File: src/rtl/usbis_pkg.sv
package usbis_pkg;
    localparam int STAT_W      = 32;
    localparam int NUM_EV      = 7;   // sticky flags occupy bits 1..7
    localparam int BIT_SPEED   = 0;
    localparam int BIT_SUSP    = 1;
    localparam int BIT_USOF    = 2;
    localparam int BIT_SOF     = 3;
    localparam int BIT_RSTEND  = 4;
    localparam int BIT_WAKE    = 5;
    localparam int BIT_RSMEND  = 6;
    localparam int BIT_UPRES   = 7;
    localparam int EP_LSB      = 8;
    localparam int NUM_EP      = 8;
    localparam int DMA_LSB     = 25;
    localparam int NUM_DMA     = 6;

    typedef enum logic [1:0] {
        IDLE_WAIT  = 2'd0,
        IDLE_COUNT = 2'd1,
        SUSPENDED  = 2'd2
    } susp_state_t;
endpackage

File: src/rtl/usbis_suspend_fsm.sv
module usbis_suspend_fsm
    import usbis_pkg::*;
#(
    parameter int IDLE_CYCLES = 180000
) (
    input  logic clk,
    input  logic rst_n,
    input  logic bus_idle,
    output logic susp_hit
);
    localparam int CNT_W = $clog2(IDLE_CYCLES + 1);
    localparam logic [CNT_W-1:0] LAST = CNT_W'(IDLE_CYCLES - 1);

    susp_state_t state_q, state_d;
    logic [CNT_W-1:0] cnt_q, cnt_d;

    always_ff @(posedge clk) begin
        if (!rst_n) begin
            state_q <= IDLE_WAIT;
            cnt_q   <= '0;
        end else begin
            state_q <= state_d;
            cnt_q   <= cnt_d;
        end
    end

    always_comb begin
        state_d = state_q;
        cnt_d   = cnt_q;
        unique case (state_q)
            IDLE_WAIT: begin
                if (bus_idle) begin          // START
                    state_d = IDLE_COUNT;
                    cnt_d   = CNT_W'(1);
                end
            end
            IDLE_COUNT: begin
                if (!bus_idle) begin         // ABORT
                    state_d = IDLE_WAIT;
                    cnt_d   = '0;
                end else if (cnt_q == LAST) begin  // HIT
                    state_d = SUSPENDED;
                    cnt_d   = '0;
                end else begin
                    cnt_d   = cnt_q + CNT_W'(1);
                end
            end
            SUSPENDED: begin
                if (!bus_idle) begin         // WAKE
                    state_d = IDLE_WAIT;
                end
            end
            default: begin
                state_d = IDLE_WAIT;
                cnt_d   = '0;
            end
        endcase
    end

    always_comb begin
        susp_hit = (state_q == IDLE_COUNT) && bus_idle && (cnt_q == LAST);
    end
endmodule

File: src/rtl/usbis_frame_ctr.sv
module usbis_frame_ctr #(
    parameter int FRAME_W  = 11,
    parameter int UFRAME_W = 3
) (
    input  logic                clk,
    input  logic                rst_n,
    input  logic                sof,
    input  logic                usof,
    input  logic [FRAME_W-1:0]  sof_frame,
    output logic [FRAME_W-1:0]  frame_num,
    output logic [UFRAME_W-1:0] uframe_num
);
    always_ff @(posedge clk) begin
        if (!rst_n) begin
            frame_num  <= '0;
            uframe_num <= '0;
        end else if (sof) begin
            frame_num  <= sof_frame;
            uframe_num <= '0;
        end else if (usof) begin
            uframe_num <= uframe_num + UFRAME_W'(1);
        end
    end
endmodule

File: src/rtl/usbis_flag_bank.sv
module usbis_flag_bank #(
    parameter int N = 7
) (
    input  logic         clk,
    input  logic         rst_n,
    input  logic [N-1:0] set,
    input  logic [N-1:0] clr,
    output logic [N-1:0] flags
);
    for (genvar g = 0; g < N; g++) begin : g_flag
        always_ff @(posedge clk) begin
            if (!rst_n)
                flags[g] <= 1'b0;
            else if (set[g])
                flags[g] <= 1'b1;
            else if (clr[g])
                flags[g] <= 1'b0;
        end
    end
endmodule

File: src/rtl/usb_dev_irq_status.sv
module usb_dev_irq_status
    import usbis_pkg::*;
#(
    parameter int IDLE_CYCLES = 180000,
    parameter int FRAME_W     = 11,
    parameter int UFRAME_W    = 3
) (
    input  logic                 clk,
    input  logic                 rst_n,
    input  logic                 hs_mode,
    input  logic                 bus_idle,
    input  logic                 ev_sof,
    input  logic                 ev_usof,
    input  logic [FRAME_W-1:0]   sof_frame,
    input  logic                 ev_reset_end,
    input  logic                 ev_wake,
    input  logic                 ev_resume_end,
    input  logic                 ev_up_resume,
    input  logic [NUM_EP-1:0]    ep_level,
    input  logic [NUM_DMA-1:0]   dma_level,
    input  logic                 clr_we,
    input  logic [STAT_W-1:0]    clr_data,
    input  logic                 en_we,
    input  logic [STAT_W-1:0]    en_data,
    output logic [STAT_W-1:0]    status,
    output logic                 irq,
    output logic [FRAME_W-1:0]   frame_num,
    output logic [UFRAME_W-1:0]  uframe_num
);
    logic               susp_hit;
    logic               usof_only;
    logic [NUM_EV-1:0]  ev_set, ev_clr, ev_flags;
    logic [STAT_W-1:0]  en_q;
    logic               unused_clr;

    assign usof_only = ev_usof & ~ev_sof;

    usbis_suspend_fsm #(.IDLE_CYCLES(IDLE_CYCLES)) u_susp (
        .clk      (clk),
        .rst_n    (rst_n),
        .bus_idle (bus_idle),
        .susp_hit (susp_hit)
    );

    usbis_frame_ctr #(.FRAME_W(FRAME_W), .UFRAME_W(UFRAME_W)) u_frame (
        .clk        (clk),
        .rst_n      (rst_n),
        .sof        (ev_sof),
        .usof       (ev_usof),
        .sof_frame  (sof_frame),
        .frame_num  (frame_num),
        .uframe_num (uframe_num)
    );

    // ev vector index i maps to status bit i+1
    assign ev_set = {ev_up_resume, ev_resume_end, ev_wake, ev_reset_end,
                     ev_sof, usof_only, susp_hit};
    assign ev_clr = clr_we ? clr_data[NUM_EV:1] : '0;
    assign unused_clr = ^{clr_data[STAT_W-1:NUM_EV+1], clr_data[0]};

    usbis_flag_bank #(.N(NUM_EV)) u_flags (
        .clk   (clk),
        .rst_n (rst_n),
        .set   (ev_set),
        .clr   (ev_clr),
        .flags (ev_flags)
    );

    always_ff @(posedge clk) begin
        if (!rst_n)
            en_q <= '0;
        else if (en_we)
            en_q <= en_data;
    end

    always_comb begin
        status = '0;
        status[BIT_SPEED]                 = hs_mode;
        status[NUM_EV:1]                  = ev_flags;
        status[EP_LSB +: NUM_EP]          = ep_level;
        status[DMA_LSB +: NUM_DMA]        = dma_level;
        irq = |(status & en_q);
    end
endmodule

File: config.mk
export PLATFORM = sky130hd
export DESIGN_NAME = usb_dev_irq_status
export DESIGN_NICKNAME = d
export VERILOG_FILES = /design/src/rtl/usbis_pkg.sv /design/src/rtl/usbis_suspend_fsm.sv /design/src/rtl/usbis_frame_ctr.sv /design/src/rtl/usbis_flag_bank.sv /design/src/rtl/usb_dev_irq_status.sv
export SDC_FILE = /design/constraint.sdc
export NUM_CORES = 1
export LEC_CHECK = 0
export BUFFER_PORTS_ARGS = -buffer_cell sky130_fd_sc_hd__buf_2
export CORE_ASPECT_RATIO = 0.7
export CORE_MARGIN = 5
export CORE_UTILIZATION = 40
export CTS_CLUSTER_DIAMETER = 120
export DETAILED_ROUTE_END_ITERATION = 8
export HOLD_SLACK_MARGIN = 0.12
export PLACE_DENSITY_LB_ADDON = 0.15
export SLEW_MARGIN = 40
export SYNTH_ARGS = -nofsm -noshare
export SYNTH_HDL_FRONTEND = slang
export SYNTH_HIERARCHICAL = 1
export SYNTH_SLANG_ARGS = --single-unit
File: constraint.sdc
create_clock -name clk -period 1.5 [get_ports clk]
set_input_delay 0 -clock clk [delete_from_list [all_inputs] [get_ports clk]]
set_output_delay 0 -clock clk [all_outputs]
set_load 0.02 [all_outputs]
==> out/qor.yml <==
run_status:
  status: "complete, but fails checks"
  violations: "negative setup slack"
clocking:
  root_buffer: "clkbuf_8"
  cts_tree: "done"
  path_clk_slew_ns: 0.07
  clock-sinks: 63
  clock_path_buffers: 2
  cts_buffers: 9
  htreeDepth: 3
  clk_latency_ns: 0.32
routing:
  wl_um: 7520
  ant_nets: 0
  drc: 0
  via_count: 2544
  drt_pass1_iterations: 4
  viasPerCell: 4.59
  wire_per_inst_um: 13.6
  drt_iter0_drc: 52
pwr:
  leakagePower_uw: 0.00196
  vdd_drop_max_mv: 0.547
  power.density_nw_per_um2: 854
  finalPower_uw: 3740
die:
  die_h_um: 82.1
  std_cell_rows: 26
  die_w_um: 113
  die-area_um2: 9270
  core_area_um2: 7250
  start_util_pct: 40.9
  pin_count: 148
finish:
  drive_gt1_share_pct: 37.9
  diodes: 0
  fillCellCount: 628
  areaGrowthSynthToFinish_pct: 47.6
  finalNetCount: 555
timing:
  hold_viol_final: 0
  setup_viol: 1
  rsz0062_at_grt: "yes"
  min_period_ns: 1.61
  skew_ns: 0.00557
  holdWs_ns: 0.171
  fmax_mhz: 620
  final_max_slew_viol_count: 0
  setup_slack_ns: -0.112
  fin_crit_sh_pct: 107
synth:
  synthArstFlopShare_pct: 0
  ys_seq_area_share_pct: 42.5
  ys.flop_type: "dfxtp_1"
  ys_ff_latch: 63
  synth-edff-count: 0
  ys_warn_count: 6
  synth_cell_types: 48
  syn_inst: 292
  syn_avg_cell_area_um2: 10.2
  syn_area_um2: 2970
min_path:
  min_path_type: "in2reg"
  worstHoldStart: "ev_sof"
grt:
  grt_pass1_wl_um: 12100
  grt_max_degree: 39
  grt_pass1_vias: 2521
  grt-ovfl-total: 0
  grt_antenna_before_repair: 0
  grt_usage_pct: 16.4
placed_design:
  place_congestion: 0.819
  io_buffers: 102
  hpwl_um: 5220
worst_setup_path:
  cp-startpoint: "u_flags/flags[1]$_SDFFE_PN0P_"
  ff2ff_setup_slack_ns: 0
  crit_type: "reg2out"
  cp_max_fo: 2
  required_ns: 1.50
  critPathLaunchType: "flop"
  rr_startpoint: "u_susp/cnt_q[1]$_SDFFE_PN0P_"
  cp.arrival_ns: 1.61
  end_kind: "output pin"
flow_run:
  max_cap_violations: 0
==> final cells by class <==
class | count | area, um^2 | share of cell area, %
timing repair buffer | 174 | 1220 | 27.9
clock inverter | 3 | 17.5 | 0.400
inverter | 1 | 3.75 | 0.0857
clock buffer | 12 | 165 | 3.77
multi-input combinational | 203 | 1570 | 35.9
sequential | 63 | 1280 | 29.2
tap | 98 | 123 | 2.80
==> synth_stat cells, drive strengths merged, types with 2 or more instances <==
cell type | instances | area (um^2)
mux2i | 34 | 340
o21a | 8 | 60.1
nand2b | 2 | 20.0
nor2 | 19 | 73.8
o21ai | 2 | 10.0
nor3 | 2 | 10.0
xnor2 | 8 | 70.1
and3 | 3 | 23.8
a22o | 4 | 35.0
buf | 31 | 231
a21oi | 3 | 15.0
nand3 | 6 | 35.0
and4 | 3 | 27.5
a22oi | 4 | 30.0
ha | 2 | 25.0
nand4 | 4 | 31.3
dfxtp | 63 | 1260
clkbuf | 3 | 11.3
a221oi | 4 | 60.1
nor3b | 2 | 15.0
and2 | 9 | 56.3
nand2 | 8 | 30.0
xor2 | 8 | 70.1
nor2b | 44 | 275
==> cells in the final DEF, fill, tap and decap left out, types with 5 or more instances in the layout <==
cell type and count:
nand3_1 5, and2_1 9, buf_6 5, buf_4 17
buf_2 101, nand2_1 8, conb_1 10, dfxtp_1 55
clkbuf_8 12, xor2_1 7, xnor2_1 8, nor2b_1 44
o21a_1 8, dfxtp_2 5, nor2_1 15, mux2i_1 34
dlygate4sd3_1 49
==> cell families after synthesis <==
kind of cell / synth area share (%)
buffers and inverters: 8.31
flip-flops: 42.5
AO/OA/AOI/OAI: 9.87
XOR/XNOR: 4.72
multiplexers: 11.5
other: 0.126
AND/OR/NAND/NOR: 22.2
adder cells (fa/ha/maj): 0.843
==> worst max-delay path, stage by stage, from the launching register on <==
cell	delay, ns
dfxtp_2	0.32
a22o_1	0.24
a221oi_2	0.24
and4_1	0.22
nand4_1	0.11
buf_6	0.16
==> sequential cells by signal, summed over array words and instances, names as in the netlist <==
name	count
u_flags/flags	7
u_susp/state_q	2
u_frame/uframe_num	3
u_susp/cnt_q	18
en_q	22
u_frame/frame_num	11
==> per-stage QoR <==
| step | setup WS (ns) | utilization, % | instance area [um^2] | TNS (ns) | cells |
|---|---|---|---|---|---|
| after global routing | -0.194 | 60.4 | 4380 | -0.925 | 554 |
| after detailed placement | -0.0626 | 49.1 | 3560 | -0.171 | 486 |
| after floorplan | 0.0443 | - | 3000 | 0 | 301 |
| after global placement | -0.00764 | 49.1 | 3560 | -0.00764 | 486 |
| final | -0.112 | 60.4 | 4380 | -0.112 | 554 |
| after CTS | -0.120 | 58.9 | 4280 | -0.120 | 552 |
==> what timing repair did <==
| action | in CTS | in global routing |
|---|---|---|
| hold buffers | 49 | 0 |
| buffers inserted | 2 | 2 |
| endpoints found under the hold margin | 49 | 0 |
| endpoints found under the setup margin | 18 | 21 |
| pin swaps | 4 | 10 |
| resized for setup | 7 | 26 |
==> report_power, final <==
group          internal (uW)  switching, uW
Sequential              1740           46.4
Clock                    720            605
Combinational            333            295
Total                   2790            946
==> worst paths after layout <==
path                                    end  depth (start not counted)
max reg2reg  u_susp/state_q[1]$_SDFFE_PN0P_                          6
max                                     irq                          5
min reg2reg  u_susp/state_q[1]$_SDFFE_PN0P_                          2
min           u_flags/flags[2]$_SDFFE_PN0P_                          2
==> routing by layer <==
metal / vias up / GRT usage (%) / part of all wire [%]
li1: 1295 / - / -
met1: 1156 / 20.0 / 45
met2: 88 / 27.9 / 46
met3: 5 / 6.04 / 8.1
met4: 0 / 3.96 / 0.61
met5: - / 0 / 0
No activity file was read; power rests on OpenSTA's default activity.
